$ cat config.mk
export PLATFORM = sky130hd
export DESIGN_NAME = mdio_cmd_ctrl
export DESIGN_NICKNAME = d
export VERILOG_FILES = /design/src/rtl/mdio_cmd_pkg.sv /design/src/rtl/mdio_mdc_gen.sv /design/src/rtl/mdio_frame_shift.sv /design/src/rtl/mdio_cmd_ctrl.sv
export SDC_FILE = /design/constraint.sdc
export NUM_CORES = 1
export LEC_CHECK = 0
export ABC_AREA = 1
export CAP_MARGIN = 20
export CORE_MARGIN = 1
export CORE_UTILIZATION = 55
export CTS_CLUSTER_SIZE = 40
export DETAILED_ROUTE_END_ITERATION = 12
export PLACE_DENSITY_LB_ADDON = 0.3
export SLEW_MARGIN = 20
export SYNTH_ARGS = -nofsm -noshare
export SYNTH_HDL_FRONTEND = slang
export SYNTH_SLANG_ARGS = --single-unit
$ cat constraint.sdc
create_clock -name clk -period 2.9 [get_ports clk]
set_clock_uncertainty 0.1 [all_clocks]
set_input_delay 0.29 -clock clk [delete_from_list [all_inputs] [get_ports clk]]
set_output_delay 0.29 -clock clk [all_outputs]
set_load 0.05 [all_outputs]
$ cat src/rtl/mdio_cmd_pkg.sv
package mdio_cmd_pkg;

    // Field positions inside the command/status word
    localparam int REQ_BIT   = 31;
    localparam int RD_BIT    = 30;
    localparam int ADDR_W    = 5;
    localparam int PHY_LSB   = 21;
    localparam int REG_LSB   = 16;
    localparam int DATA_W    = 16;
    localparam int WORD_W    = 32;

    // Frame geometry
    localparam int PRE_LEN   = 32;
    localparam int FRAME_LEN = PRE_LEN + 2 + 2 + ADDR_W + ADDR_W + 2 + DATA_W;
    localparam int IDX_W     = $clog2(FRAME_LEN);
    localparam int TA_POS    = FRAME_LEN - DATA_W - 2;   // first turnaround bit
    localparam int DAT_POS   = FRAME_LEN - DATA_W;       // first data bit

    typedef struct packed {
        logic                 active;
        logic                 is_rd;
        logic [FRAME_LEN-1:0] sreg;
        logic [IDX_W-1:0]     idx;
        logic [DATA_W-1:0]    cap;
    } shift_st_t;

    typedef struct packed {
        logic [WORD_W-1:0] cmd;
    } ctrl_st_t;

    // Assemble the full frame image, MSB sent first
    function automatic logic [FRAME_LEN-1:0] build_frame(input logic [WORD_W-2:0] w);
        logic [FRAME_LEN-1:0] f;
        logic                 rd;
        rd = w[RD_BIT];
        f  = {
            {PRE_LEN{1'b1}},
            2'b01,
            (rd ? 2'b10 : 2'b01),
            w[PHY_LSB +: ADDR_W],
            w[REG_LSB +: ADDR_W],
            (rd ? 2'b11 : 2'b10),
            (rd ? {DATA_W{1'b0}} : w[DATA_W-1:0])
        };
        return f;
    endfunction

endpackage

$ cat src/rtl/mdio_mdc_gen.sv
module mdio_mdc_gen #(
    parameter int HALF_DIV = 2
) (
    input  logic clk,
    input  logic rst_n,
    input  logic run,
    output logic mdc,
    output logic rise_stb,
    output logic fall_stb
);
    localparam int CW = (HALF_DIV > 1) ? $clog2(HALF_DIV) : 1;

    typedef struct packed {
        logic [CW-1:0] cnt;
        logic          mdc;
    } mdc_st_t;

    mdc_st_t st_d, st_q;
    logic    term;

    always_comb begin
        st_d     = st_q;
        term     = (st_q.cnt == CW'(HALF_DIV - 1));
        rise_stb = run && term && !st_q.mdc;
        fall_stb = run && term && st_q.mdc;
        if (!run) begin
            st_d.cnt = '0;
            st_d.mdc = 1'b0;
        end else if (term) begin
            st_d.cnt = '0;
            st_d.mdc = ~st_q.mdc;
        end else begin
            st_d.cnt = st_q.cnt + CW'(1);
        end
    end

    always_ff @(posedge clk or negedge rst_n) begin
        if (!rst_n) begin
            st_q <= '0;
        end else begin
            st_q <= st_d;
        end
    end

    assign mdc = st_q.mdc;

endmodule

$ cat src/rtl/mdio_frame_shift.sv
module mdio_frame_shift
    import mdio_cmd_pkg::*;
(
    input  logic              clk,
    input  logic              rst_n,
    input  logic              start,
    input  logic [WORD_W-2:0] cmd_word,
    input  logic              rise_stb,
    input  logic              fall_stb,
    input  logic              mdio_i,
    output logic              mdio_o,
    output logic              mdio_oe,
    output logic              done,
    output logic [DATA_W-1:0] rd_word
);
    shift_st_t st_d, st_q;

    always_comb begin
        st_d = st_q;
        done = 1'b0;
        if (start) begin
            st_d.active = 1'b1;
            st_d.is_rd  = cmd_word[RD_BIT];
            st_d.sreg   = build_frame(cmd_word);
            st_d.idx    = '0;
            st_d.cap    = '0;
        end else if (st_q.active) begin
            // PHY data is sampled while MDC rises
            if (rise_stb && (st_q.idx >= IDX_W'(DAT_POS))) begin
                st_d.cap = {st_q.cap[DATA_W-2:0], mdio_i};
            end
            // Next bit is presented while MDC falls
            if (fall_stb) begin
                if (st_q.idx == IDX_W'(FRAME_LEN - 1)) begin
                    st_d.active = 1'b0;
                    done        = 1'b1;
                end else begin
                    st_d.idx  = st_q.idx + IDX_W'(1);
                    st_d.sreg = {st_q.sreg[FRAME_LEN-2:0], 1'b0};
                end
            end
        end
    end

    always_ff @(posedge clk or negedge rst_n) begin
        if (!rst_n) begin
            st_q <= '0;
        end else begin
            st_q <= st_d;
        end
    end

    assign mdio_o  = st_q.active & st_q.sreg[FRAME_LEN-1];
    assign mdio_oe = st_q.active && (!st_q.is_rd || (st_q.idx < IDX_W'(TA_POS)));
    assign rd_word = st_q.cap;

endmodule

$ cat src/rtl/mdio_cmd_ctrl.sv
module mdio_cmd_ctrl
    import mdio_cmd_pkg::*;
#(
    parameter int MDC_HALF_DIV = 2
) (
    input  logic        clk,
    input  logic        rst_n,
    input  logic        wr_en,
    input  logic [31:0] wr_data,
    output logic [31:0] rd_data,
    output logic        mdc,
    output logic        mdio_o,
    output logic        mdio_oe,
    input  logic        mdio_i
);
    ctrl_st_t          st_d, st_q;
    logic              busy;
    logic              start;
    logic              done;
    logic              rise_stb;
    logic              fall_stb;
    logic [DATA_W-1:0] rd_word;

    assign busy = st_q.cmd[REQ_BIT];

    always_comb begin
        st_d  = st_q;
        start = 1'b0;
        if (wr_en && !busy) begin
            st_d.cmd = wr_data;
            start    = wr_data[REQ_BIT];
        end
        if (done) begin
            st_d.cmd[REQ_BIT] = 1'b0;
            if (st_q.cmd[RD_BIT]) begin
                st_d.cmd[DATA_W-1:0] = rd_word;
            end
        end
    end

    always_ff @(posedge clk or negedge rst_n) begin
        if (!rst_n) begin
            st_q <= '0;
        end else begin
            st_q <= st_d;
        end
    end

    mdio_mdc_gen #(
        .HALF_DIV (MDC_HALF_DIV)
    ) u_mdc (
        .clk      (clk),
        .rst_n    (rst_n),
        .run      (busy),
        .mdc      (mdc),
        .rise_stb (rise_stb),
        .fall_stb (fall_stb)
    );

    mdio_frame_shift u_shift (
        .clk      (clk),
        .rst_n    (rst_n),
        .start    (start),
        .cmd_word (wr_data[WORD_W-2:0]),
        .rise_stb (rise_stb),
        .fall_stb (fall_stb),
        .mdio_i   (mdio_i),
        .mdio_o   (mdio_o),
        .mdio_oe  (mdio_oe),
        .done     (done),
        .rd_word  (rd_word)
    );

    assign rd_data = st_q.cmd;

endmodule

==> summary.md <==
| Metric | Value |
|---|---|
| Commonest non-fill, non-tap cells in the layout | nand2_1 (262), dfrtp_1 (122), nor2_1 (109) |
| Post-detail-place hpwl | 7.601 mm |
| Synth unique cells | 22 |
| Worst-Skew Late Latency | 0.52 ns |
| CTS tree | done |
| Mux cell area share after synthesis | 0.001883 |
| I/O pins | ~70 |
| Slew @ Worst Pin | 0.7678 ns |
| WL/cell | around 14 µm |
| CP arrival | 2.24 ns |
| Vias in the first global route | 4417 |
| First-pass GRT wire length | approximately 21 mm |
| Root Buffer | clkbuf_8 |
| Most common flop cell mapped by yosys | dfrtp_1 |
| Worst Hold Launch | wr_data[28] |
| End of the worst register-to-register path | u_shift.st_q[80]$_DFFE_PN0P_ |
| Pin count of the biggest net entering global routing | 75 |
| Commonest non-fill, non-tap cell in the layout | nand2_1 |
| First-pass DRT Iterations | 5 |
| Status | complete, no violations |
| Hold_buf cts | 1 |
| Data required, critical path | 2.51 ns |
| CP Launch Type | flip-flop |
| Rel. slew slack | 0.4881 |
| R2r startpoint | u_shift.st_q[16]$_DFFE_PN0P_ |
| Post-synth EDFFs | 0 |
| Final hold vios | 0 |
| Post-Synthesis Cell Area | 5315 µm² |
| Final setup fails | 0 |
| Mean post-synth cell area | approximately 8.1 µm² |
| Initial antenna violation count | 0 |
| Post-synth ARST share | 1.000 |
| Post-Synth Adder-Cell Area | 0.002354 |
| Detailed Route WL | 11.90 mm |
| Antenna diode count | 0 |
| Kind of critical path | reg2out |
| Achievable frequency | roughly 0.38 GHz |
| Die width | 100.3 µm |
| DRC | 0 |
| Fill count | 717 |
| TNS Setup | 0 ns |
| Worst hold path class | in2reg |
| Worst Setup End Kind | primary output |
| GRT overflow | 0 |
| GP Congestion | 0.8113 |
| Pre-CTS WS | 0.8204 ns |
| Post-Synth Simple-Gate Area | 0.3324 |
| R2R depth | 9 |
| GRT Overall Usage | 0.2631 |
| Final Cycle Share | 0.9057 |
| Worst IR Drop VDD | ~0.42 mV |
| Post-CTS setup buffer count | 0 |
| Area delta synth->final | 24.95% |
| PD cells | 571.7 nW/µm² |
| Net count after synthesis | 697 |
| Antenna-violating nets left | 0 |
| Max-cap violation count | 0 |
| Fin nets | 762 |
| Iter 0 DRT Violations | 307 |
| Leak pwr | 3.043 nW |
| Worst Path Max Fanout | 4 |
| Number of CTS-inserted buffers | 17 |
| Die footprint | 10060 µm² |
| Yosys warning total | 0 |
| Share of layout cells above drive strength 1 | 0.07182 |
| Slew Viols, Final | 0 |
| Main combinational cell family by area after synthesis | simple AND/OR/NAND/NOR gates |
| Core area | approximately 9300 µm² |
| Clock sinks | 122 |
| Final Critical Period | 2.627 ns |
| Worst Hold Endpoint | rd_data[28]$_DFFE_PN0N_ |
| FP Rows | 35 |
| Synth Area in XOR/XNOR | 0.004944 |
| Register area share after synthesis | 0.5744 |
| Seq cells post-synth | between 100 and 150 |
| Die H | 100.3 µm |
| Port Buffers | 70 |
| Unrepaired setup endpoints after global routing | false |
| Worst R2R Setup Slack | ~0.82 ns |
| Clock transition at path regs | 0.06 ns |
| Setup ws final | 0.2734 ns |
| Routed vias | 4567 |
| Vias/cell | between 5 and 6 |
| H-tree levels | 4 |
| Total power | around 3.8 mW |
| Hold depth | 3 |
| Post-synthesis compound-gate area fraction | 0.03837 |
| # resized after CTS | 0 |
| Syn Inst Count | 660 |
| Buffer depth of the longest clock path | 2 |
| Starting Density | 0.5725 |
[state kept, by name, summed over array words and instances (netlist names)]
register	count
u_shift.st_q	72
rd_data	32
u_mdc.mdc	1
u_mdc.term	1
u_shift.rd_word	16
[per-stage QoR]
| stage | cell area (µm²) | instances | hold WS [ns] | util |
|---|---|---|---|---|
| 2_1_floorplan | 5315 | 660 | -0.1056 | - |
| 3_3_place_gp | 6088 | 834 | 0.3111 | 0.6558 |
| 3_5_place_dp | 6088 | 834 | 0.3154 | 0.6558 |
| 4_1_cts | 6641 | 867 | 0.2045 | 0.7154 |
| 5_1_grt | 6641 | 867 | 0.2064 | 0.7154 |
| 6_report | 6641 | 867 | 0.2165 | 0.7154 |
[cell families after synthesis]
logic type               after synthesis
XOR/XNOR                               3
AO/OA/AOI/OAI                         40
adder cells (fa/ha/maj)                1
buffers and inverters                 51
multiplexers                           1
AND/OR/NAND/NOR                      442
flip-flops                           122
[synthesized netlist by cell type (2+ instances only)]
master | instances | area (µm²)
nand2_1 | 263 | 987.2
dfrtp_1 | 122 | 3053
nor2_1 | 110 | 412.9
nand3_1 | 62 | 310.3
o21ai_0 | 36 | 180.2
buf_2 | 17 | 85.08
inv_1 | 15 | 56.30
clkbuf_1 | 12 | 45.04
buf_6 | 3 | 33.78
xor2_1 | 3 | 26.28
a21oi_1 | 2 | 10.01
buf_1 | 2 | 7.510
buf_4 | 2 | 15.01
nand2_2 | 2 | 12.51
nor2_2 | 2 | 12.51
[per-layer routing]
layer | vias to the layer above | GRT usage | share of wire
li1 | 2197 | - | -
met2 | 132 | 0.4247 | 0.48
met1 | 2221 | 0.3517 | 0.45
met4 | 0 | 0.08027 | 0.014
met5 | - | 0 | 0
met3 | 17 | 0.06755 | 0.054
[report_power, final]
group	switching [mW]	total (mW)	leakage, nW	internal, mW
clock	0.775	1.91	0.260	1.13
combinational	0.0949	0.164	1.43	0.0692
sequential	0.00854	1.73	1.35	1.72
total	0.878	3.80	3.04	2.92
[worst max path at each step]
stage / from / endpoint / slack, ns / cells after the start
floorplan: u_shift.st_q[20]$_DFFE_PN0P_ / mdio_oe / 1.14 / 3
global placement: wr_en / u_shift.st_q[45]$_DFFE_PN0P_ / 0.84 / 8
detailed placement: wr_en / u_shift.st_q[26]$_DFFE_PN0P_ / 0.82 / 9
CTS: u_shift.st_q[21]$_DFFE_PN0P_ / mdio_oe / 0.27 / 4
global route: u_shift.st_q[21]$_DFFE_PN0P_ / mdio_oe / 0.13 / 4
finish: u_shift.st_q[21]$_DFFE_PN0P_ / mdio_oe / 0.27 / 4
[area by class of cell]
| class | instances | area [µm²] | share of cell area |
|---|---|---|---|
| Sequential cell | 122 | 3053 | 0.4597 |
| Timing Repair Buffer | 82 | 803.3 | 0.1209 |
| Multi-Input combinational cell | 487 | 2024 | 0.3048 |
| Tap cell | 129 | 161.4 | 0.02430 |
| Inverter | 15 | 56.30 | 0.008478 |
| Clock inverter | 15 | 128.9 | 0.01940 |
| Clock buffer | 17 | 414.1 | 0.06236 |
[worst max-delay path, cell delays in order, from the launching register on]
cell             delay [ns]
dfrtp_1                0.43
nand2_1                0.16
o21ai_0                0.12
a21oi_1                0.19
clkdlybuf4s50_1        0.83
Note: power is estimated with default switching activity, not from simulation.
